## src/rtl/dbuf_uart_pkg.sv

```systemverilog
`timescale 1ns/1ps
package dbuf_uart_pkg;

  localparam int BYTE_W  = 8;
  localparam int FRAME_W = BYTE_W + 2;

  // control -> datapath strobes
  typedef struct packed {
    logic              divLoad;
    logic [BYTE_W-1:0] divValue;
    logic              txPending;
    logic [BYTE_W-1:0] txByte;
  } ctrl_strobe_t;

  // datapath -> control events
  typedef struct packed {
    logic              txTake;
    logic              rxDone;
    logic [BYTE_W-1:0] rxByte;
  } dp_event_t;

  typedef enum logic [1:0] {RX_IDLE, RX_START, RX_DATA, RX_STOP} rx_state_e;

endpackage

```

## src/rtl/dbuf_uart_ctrl.sv

```systemverilog
`timescale 1ns/1ps
module dbuf_uart_ctrl
  import dbuf_uart_pkg::*;
#(
  parameter logic [7:0] DATA_ADDR = 8'hC0,
  parameter logic [7:0] CTRL_ADDR = 8'hC1
) (
  input  logic              clk,
  input  logic              rstN,
  input  logic [7:0]        busAddr,
  input  logic              busWrEn,
  input  logic              busRdEn,
  input  logic [BYTE_W-1:0] busWrData,
  output logic [BYTE_W-1:0] busRdData,
  input  dp_event_t         evt,
  output ctrl_strobe_t      strobe,
  output logic [1:0]        statusBits
);

  logic              txFull, dataReady;
  logic [BYTE_W-1:0] txHold, rxHold;
  logic              wrData, wrCtrl, rdData;

  assign wrData = busWrEn && (busAddr == DATA_ADDR);
  assign wrCtrl = busWrEn && (busAddr == CTRL_ADDR);
  assign rdData = busRdEn && (busAddr == DATA_ADDR);

  // transmit holding register
  always_ff @(posedge clk) begin
    if (!rstN) begin
      txFull <= 1'b0;
      txHold <= '0;
    end else if (evt.txTake) begin
      txFull <= 1'b0;
    end else if (wrData && !txFull) begin
      txHold <= busWrData;
      txFull <= 1'b1;
    end
  end

  // receive holding register: a finished byte wins over a read
  always_ff @(posedge clk) begin
    if (!rstN) begin
      dataReady <= 1'b0;
      rxHold    <= '0;
    end else if (evt.rxDone) begin
      rxHold    <= evt.rxByte;
      dataReady <= 1'b1;
    end else if (rdData) begin
      dataReady <= 1'b0;
    end
  end

  assign statusBits = {txFull, dataReady};

  always_comb begin
    strobe.divLoad   = wrCtrl;
    strobe.divValue  = busWrData;
    strobe.txPending = txFull;
    strobe.txByte    = txHold;
  end

  always_comb begin
    if (busAddr == DATA_ADDR)      busRdData = rxHold;
    else if (busAddr == CTRL_ADDR) busRdData = {{(BYTE_W-2){1'b0}}, statusBits};
    else                           busRdData = '0;
  end

endmodule

```

## src/rtl/dbuf_uart_dp.sv

```systemverilog
`timescale 1ns/1ps
module dbuf_uart_dp
  import dbuf_uart_pkg::*;
#(
  parameter int OVERSAMPLE  = 16,
  parameter int SYNC_STAGES = 2
) (
  input  logic         clk,
  input  logic         rstN,
  input  ctrl_strobe_t strobe,
  output dp_event_t    evt,
  input  logic         serRx,
  output logic         serTx
);

  localparam int PH_W  = $clog2(OVERSAMPLE);
  localparam int CNT_W = $clog2(FRAME_W);
  localparam logic [PH_W-1:0]  PH_LAST = PH_W'(OVERSAMPLE - 1);
  localparam logic [PH_W-1:0]  PH_MID  = PH_W'(OVERSAMPLE / 2 - 1);
  localparam logic [CNT_W-1:0] TX_LAST = CNT_W'(FRAME_W - 1);
  localparam logic [CNT_W-1:0] RX_LAST = CNT_W'(BYTE_W - 1);

  // ---------------- baud tick generator ----------------
  logic [BYTE_W-1:0] divReg, tickCnt;
  logic              baudTick;

  always_ff @(posedge clk) begin
    if (!rstN) begin
      divReg  <= '0;
      tickCnt <= '0;
    end else if (strobe.divLoad) begin
      divReg  <= strobe.divValue;
      tickCnt <= '0;
    end else if (tickCnt == divReg) begin
      tickCnt <= '0;
    end else begin
      tickCnt <= tickCnt + BYTE_W'(1);
    end
  end

  assign baudTick = (tickCnt == divReg) && !strobe.divLoad;

  // ---------------- transmit shifter ----------------
  logic               txBusy, txTake;
  logic [FRAME_W-1:0] txShift;
  logic [PH_W-1:0]    txPhase;
  logic [CNT_W-1:0]   txBitCnt;

  assign txTake = baudTick && !txBusy && strobe.txPending;

  always_ff @(posedge clk) begin
    if (!rstN) begin
      txBusy   <= 1'b0;
      txShift  <= '1;
      txPhase  <= '0;
      txBitCnt <= '0;
    end else if (txTake) begin
      txShift  <= {1'b1, strobe.txByte, 1'b0};
      txBusy   <= 1'b1;
      txPhase  <= '0;
      txBitCnt <= '0;
    end else if (txBusy && baudTick) begin
      if (txPhase == PH_LAST) begin
        txPhase <= '0;
        txShift <= {1'b1, txShift[FRAME_W-1:1]};
        if (txBitCnt == TX_LAST) txBusy   <= 1'b0;
        else                     txBitCnt <= txBitCnt + CNT_W'(1);
      end else begin
        txPhase <= txPhase + PH_W'(1);
      end
    end
  end

  assign serTx = txShift[0];

  // ---------------- receive synchronizer ----------------
  logic [SYNC_STAGES-1:0] rxSync;
  logic                   rxBit;

  always_ff @(posedge clk) begin
    if (!rstN) rxSync <= '1;
    else       rxSync <= {rxSync[SYNC_STAGES-2:0], serRx};
  end
  assign rxBit = rxSync[SYNC_STAGES-1];

  // ---------------- receive shifter ----------------
  rx_state_e         rxState;
  logic [PH_W-1:0]   rxPhase;
  logic [CNT_W-1:0]  rxBitCnt;
  logic [BYTE_W-1:0] rxShift;
  logic              rxDoneQ;

  always_ff @(posedge clk) begin
    if (!rstN) begin
      rxState  <= RX_IDLE;
      rxPhase  <= '0;
      rxBitCnt <= '0;
      rxShift  <= '0;
      rxDoneQ  <= 1'b0;
    end else begin
      rxDoneQ <= 1'b0;
      if (baudTick) begin
        case (rxState)
          RX_IDLE: begin
            if (!rxBit) begin
              rxState <= RX_START;
              rxPhase <= '0;
            end
          end
          RX_START: begin
            if (rxPhase == PH_MID) begin
              rxPhase  <= '0;
              rxBitCnt <= '0;
              rxState  <= rxBit ? RX_IDLE : RX_DATA;
            end else begin
              rxPhase <= rxPhase + PH_W'(1);
            end
          end
          RX_DATA: begin
            if (rxPhase == PH_LAST) begin
              rxPhase <= '0;
              rxShift <= {rxBit, rxShift[BYTE_W-1:1]};
              if (rxBitCnt == RX_LAST) rxState  <= RX_STOP;
              else                     rxBitCnt <= rxBitCnt + CNT_W'(1);
            end else begin
              rxPhase <= rxPhase + PH_W'(1);
            end
          end
          default: begin
            if (rxPhase == PH_LAST) begin
              rxDoneQ <= rxBit;
              rxState <= RX_IDLE;
              rxPhase <= '0;
            end else begin
              rxPhase <= rxPhase + PH_W'(1);
            end
          end
        endcase
      end
    end
  end

  assign evt.txTake = txTake;
  assign evt.rxDone = rxDoneQ;
  assign evt.rxByte = rxShift;

endmodule

```

## src/rtl/dbuf_uart.sv

```systemverilog
`timescale 1ns/1ps
module dbuf_uart
  import dbuf_uart_pkg::*;
#(
  parameter logic [7:0] DATA_ADDR   = 8'hC0,
  parameter logic [7:0] CTRL_ADDR   = 8'hC1,
  parameter int         OVERSAMPLE  = 16,
  parameter int         SYNC_STAGES = 2
) (
  input  logic       clk,
  input  logic       rstN,
  input  logic [7:0] busAddr,
  input  logic       busWrEn,
  input  logic       busRdEn,
  input  logic [7:0] busWrData,
  output logic [7:0] busRdData,
  input  logic       serRx,
  output logic       serTx
);

  ctrl_strobe_t ctrlStrobe;
  dp_event_t    dpEvt;
  logic [1:0]   statusBits;

  dbuf_uart_ctrl #(.DATA_ADDR(DATA_ADDR), .CTRL_ADDR(CTRL_ADDR)) i_ctrl (
    .clk(clk), .rstN(rstN), .busAddr(busAddr), .busWrEn(busWrEn),
    .busRdEn(busRdEn), .busWrData(busWrData), .busRdData(busRdData),
    .evt(dpEvt), .strobe(ctrlStrobe), .statusBits(statusBits)
  );

  dbuf_uart_dp #(.OVERSAMPLE(OVERSAMPLE), .SYNC_STAGES(SYNC_STAGES)) i_dp (
    .clk(clk), .rstN(rstN), .strobe(ctrlStrobe), .evt(dpEvt),
    .serRx(serRx), .serTx(serTx)
  );

endmodule

```

## config.mk

```make
export PLATFORM = sky130hd
export DESIGN_NAME = dbuf_uart
export DESIGN_NICKNAME = d
export VERILOG_FILES = /design/src/rtl/dbuf_uart_pkg.sv /design/src/rtl/dbuf_uart_ctrl.sv /design/src/rtl/dbuf_uart_dp.sv /design/src/rtl/dbuf_uart.sv
export SDC_FILE = /design/constraint.sdc
export NUM_CORES = 1
export LEC_CHECK = 0
export ABC_AREA = 0
export BUFFER_PORTS_ARGS = -buffer_cell sky130_fd_sc_hd__buf_2
export CORE_ASPECT_RATIO = 1.1
export CORE_UTILIZATION = 50
export CTS_CLUSTER_SIZE = 8
export DETAILED_ROUTE_END_ITERATION = 10
export GPL_TIMING_DRIVEN = 0
export PLACE_DENSITY = 0.76
export SETUP_SLACK_MARGIN = 0.2
export SLEW_MARGIN = 10
export SYNTH_ARGS = -nofsm -noshare
export SYNTH_HDL_FRONTEND = slang
export SYNTH_HIERARCHICAL = 1
export SYNTH_SLANG_ARGS = --single-unit
```

## constraint.sdc

```tcl
create_clock -name clk -period 3.3 [get_ports clk]
set_clock_uncertainty 0.2 [all_clocks]
set_input_delay 0.33 -clock clk [delete_from_list [all_inputs] [get_ports clk]]
set_output_delay 0.33 -clock clk [all_outputs]
set_load 0.02 [all_outputs]
```

======== After elaboration in Yosys (flattened, before gate mapping) ========
Index checks and enable logic that the tools add are counted.
storage, ports and cells
  register bits ........................... 73
  input bits .............................. 21
  output and inout port bits .............. 9
  word-level logic and storage cells ...... 97
operators by class
  $add $sub $neg .......................... 5
  equality and inequality tests ........... 15
  multiplexer cells ....................... 27
  bitwise logic cells ..................... 5
  reductions and logical operators ........ 29
operator list
  cell                 number
  $mux 4               7
  $mux 9               3
  $add 4x1->4 const B  4
  $eq 8x8->1 const B   2
  $pmux 4 s2           2
  $mux 2               7
  $eq 4x4->1 const B   3
  $reduce_bool 2->1    5
  $reduce_and 3->1     3
  $add 8x1->8 const B  1
  $eq 4x3->1 const B   2
  $eq 8x8->1           1
  $logic_and 1x1->1    8
  $mux 8               1
  $mux 1               6
  $ne 2x1->1 const B   3
  $pmux 2 s3           1
  $reduce_and 2->1     3
  $reduce_and 6->1     1
  $reduce_or 6->1      1
  $not 1->1            5
  $reduce_and 5->1     1
  $ne 2x2->1 const B   2
  $logic_not 1->1      3
  6 further kinds      6

======== Logic depth before layout (Yosys ltp) ========
  word-level depth ........................ 8
  mapped depth ............................ 12
  depth with buffers taken out ............ 9

======== Cells and area by module ========
The synthesis kept the hierarchy.
by module, submodules not included
  module          instances  cells an instance  area an instance (um2)  seq. area each (um2)
  dbuf_uart_dp    1          274                2,543.7                 1,101.1
  dbuf_uart_ctrl  1          100                935.9                   360.3

======== Worst setup path before layout ========
Ideal clock, no wire load.
  kind .................................... input-to-reg
  from .................................... in busAddr[4]
  to ...................................... reg i_ctrl.txHold[0]
  setup time .............................. 72 ps
  arrival ................................. 2,552 ps
  required time ........................... 3,028 ps
  path slack .............................. 476 ps
  stages .................................. 12
  buffers on the path ..................... 3
  cells stage by stage .................... nand4bb_4 or4_2 nor2_1 buf_4 nand4b_1 or3_1 clkinv_1 buf_4 nor2_1 nor4b_4 buf_6 mux2i_1
between the ends
  word-level cells in the longest chain between the ends .. 8
  elaborated cells on any way between the ends .. 11
  those cells by class .................... 2 x eq/ne; 1 x bitwise; 8 x reduce/logical
ends and longest elaborated chain
  element                            line                  text
  start: declaration                 dbuf_uart.sv:12       input logic [7:0] busAddr,
  $eq 8x8->1                         dbuf_uart_ctrl.sv:25  assign wrCtrl = busWrEn && (busAddr == CTRL_ADDR);
  $logic_and 1x1->1                  dbuf_uart_ctrl.sv:25
  via i_ctrl.wrCtrl                  dbuf_uart_ctrl.sv:22  logic wrData, wrCtrl, rdData;
  $logic_not 1->1                    dbuf_uart_dp.sv:41    assign baudTick = (tickCnt == divReg) && !strobe.divLoad;
  $logic_and 1x1->1                  dbuf_uart_dp.sv:41
  $logic_and 1x1->1 (2 in series)    dbuf_uart_dp.sv:49    assign txTake = baudTick && !txBusy && strobe.txPending;
  via i_dp.txTake                    dbuf_uart_dp.sv:44    logic txBusy, txTake;
  $not 1->1 (no source line)         -
  $reduce_and 2->1 (no source line)  -
  end signal: assignment             dbuf_uart_ctrl.sv:36  txHold <= busWrData;
  end: declaration                   dbuf_uart_ctrl.sv:21  logic [BYTE_W-1:0] txHold, rxHold;
The timed path passes the listed nets, and every way through them passes these cells.
A chain may end at the register's enable or synchronous reset.

======== Worst setup path in the final report ========
Same ends and word-level chain as after synthesis.

==> results.ini <==
[placement]
dpl_cell_area_mm2=0.00371
io_buffers=29
hpwl_mm=5.06
place_congestion=0.855

[synthesis]
synth.net_count=399
synth_area_mm2=0.00346
yosys_warnings=6
synthCells=372
syn_area_per_cell_um2=9.31

[floorplanning]
die_x_um=81.4
placementRows=31
start_util=0.522
fp.dieArea_mm2=0.00727
core_area_mm2=0.00663
num_io_pins=30
chipHeight_um=89.3

[sta]
hold_viol_final=0
fmax_ghz=0.341
hold_slack_ps=47.5
worst_pin_slew_ps=663
slew_headroom=0.558
setup_viol=0
finalCritPeriodShare=0.889
min_period_ps=2930
rsz0062_at_grt=no
drv_slew=0
setup_tns_ps=0

[setup_path]
r2r_start=i_ctrl/txFull
critPathRequiredTime_ps=3380
cp_max_fo=8
cp-start-kind=primary input
reg2reg_depth=10
end_kind=flop
worstSetupPathType=primary input to flop
worstPathArrival_ps=3010
timing.rr.end=i_ctrl/txHold[0]
reg2reg_slack_ps=860

[drt]
firstDrtPassIters=4
wirelength_mm=7.06
num_vias=2741
viasPerCell=5.47
wire_per_inst_um=14.1
first_iter_violations=165
drc=0
final_antenna_net_count=0

[global_route]
grt_pass1_wl_mm=11.9
grtUsageMet2=0.350
grtUsageMet3=0.0622
use_met1=0.269
antenna_found_initial=0
gr-total-overflow=0
top_usage_layer=met2
grt_max_degree=13
grt_pass1_vias=2596
grt_util_all_layers=0.218

[clock_network]
cts_inserted_buffers=9
clock_sinks=73
cts_tree=yes
htreeDepth=3
clock_latency_ps=350
clockBufferDepth=2
clock-root-buffer=clkbuf_8
path_clk_slew_ps=80

[final_layout]
fin_util=0.589
n_fill_cell=587
n_antenna_cell=0
seq_area_mm2=0.00146
final_layout_size_suffix_gt1_frac=0.174
multi_input_area_mm2=0.00181
fin_nets=441
syn_to_final_growth_pct=12.8
design_area_mm2=0.00391

[power_and_ir_drop]
leakagePower_nw=1.42
p_per_area_mw_per_mm2=430
vdd_drop_max_v=0.000310
p_int_w=0.00125
p_comb_frac=0.093
swShare=0.255
p_clk_frac=0.366
power_switching_w=0.000428
p_seq_frac=0.541

[flow_run]
max_cap_violations=0

[outcome]
status=completed

[worst_hold_path]
whs_endpoint=i_ctrl/txHold[6]
hold_path_depth=3
hold_path.class=primary input to flop
min-delay-start=busWrData[6]

## flip-flops by register name (all words and copies together) (netlist names)
| register | flops |
|---|---|
| i_dp/txShift | 9 |
| i_ctrl/rxHold | 8 |
| i_ctrl/txHold | 8 |
| i_dp/divReg | 8 |
| i_dp/rxShift | 8 |
| i_dp/tickCnt | 8 |
| i_dp/rxBitCnt | 4 |
| i_dp/rxPhase | 4 |
| i_dp/txBitCnt | 4 |
| i_dp/txPhase | 4 |
| i_dp/rxState | 2 |
| i_dp/rxSync | 2 |
| i_ctrl/dataReady | 1 |
| i_ctrl/txFull | 1 |
| i_dp/rxDoneQ | 1 |
| i_dp/txBusy | 1 |
## routing by layer
metal  up-vias  wire (um)
li1       1380          -
met1      1290       3250
met4         0        136
met5         -          0
met2        59       3380
met3        12        291
## critical path, cell delays in order
cell and delay, ps:
buf_2 100, nand4bb_4 250, or4_2 600, nor2_1 170, buf_4 160, nand4b_1 100, or3_1 220, clkinvlp_4 230
buf_4 190, nor2_1 80, nor4b_4 200, buf_6 190, mux2i_1 190
## what timing repair did
action,CTS,global route
hold buffers,2,0
endpoints found under the hold margin,2,0
setup buffers,0,0
endpoints found under the setup margin,0,1
gates resized for setup,0,1
## cell type report
| type | instances | area share |
|---|---|---|
| plain buffers | 27 | 0.0416 |
| inverters | 8 | 0.00864 |
| clock buffers | 11 | 0.0362 |
| flip-flops and latches | 73 | 0.374 |
| multi-input cells | 264 | 0.463 |
| repair buffers | 31 | 0.0423 |
| clock inverters | 5 | 0.00800 |
| well taps | 82 | 0.0262 |
## how the worst max path moves through the flow
stage	start	endpoint
3_5_place_dp	busAddr[4]	i_ctrl/txHold[5]
6_report	busAddr[4]	i_ctrl/txHold[0]
5_1_grt	busAddr[4]	i_ctrl/txHold[3]
3_3_place_gp	busAddr[4]	i_ctrl/txHold[4]
4_1_cts	busAddr[4]	i_ctrl/txHold[5]
2_1_floorplan	busAddr[4]	i_ctrl/txHold[0]
## power groups by stage
stage | combinational (W) | sequential, W | clock [W]
2_1_floorplan | 0.000114 | 0.000924 | 0
3_3_place_gp | 0.000151 | 0.000929 | 0
3_5_place_dp | 0.000154 | 0.000929 | 0
4_1_cts | 0.000156 | 0.000909 | 0.000625
5_1_grt | 0.000174 | 0.000912 | 0.000679
6_report | 0.000157 | 0.000910 | 0.000615
## cell usage in the layout (no fill, tap or decap), drive strengths merged, types with 3 or more instances in the layout
master	count
o21ai	13
nand2b	3
nand3b	5
and3	4
buf	46
nand4	4
dfxtp	73
nor2	32
or4	4
a221o	3
and2	8
xor2	4
clkinv	4
clkbuf	21
nor2b	12
a221oi	5
inv	7
nand2	43
ha	6
a31oi	3
mux2i	39
xnor2	13
or3	4
o31ai	3
nor3	11
a21oi	10
nand3	13
## through the flow
| stage | setup WS, ps | instances | total power (W) |
|---|---|---|---|
| 2_1_floorplan | 476 | 372 | 0.00104 |
| 3_3_place_gp | 93.1 | 483 | 0.00108 |
| 3_5_place_dp | 28.9 | 483 | 0.00108 |
| 4_1_cts | 380 | 501 | 0.00169 |
| 5_1_grt | 217 | 501 | 0.00176 |
| 6_report | 367 | 501 | 0.00168 |
(Power assumes the default switching activity.)
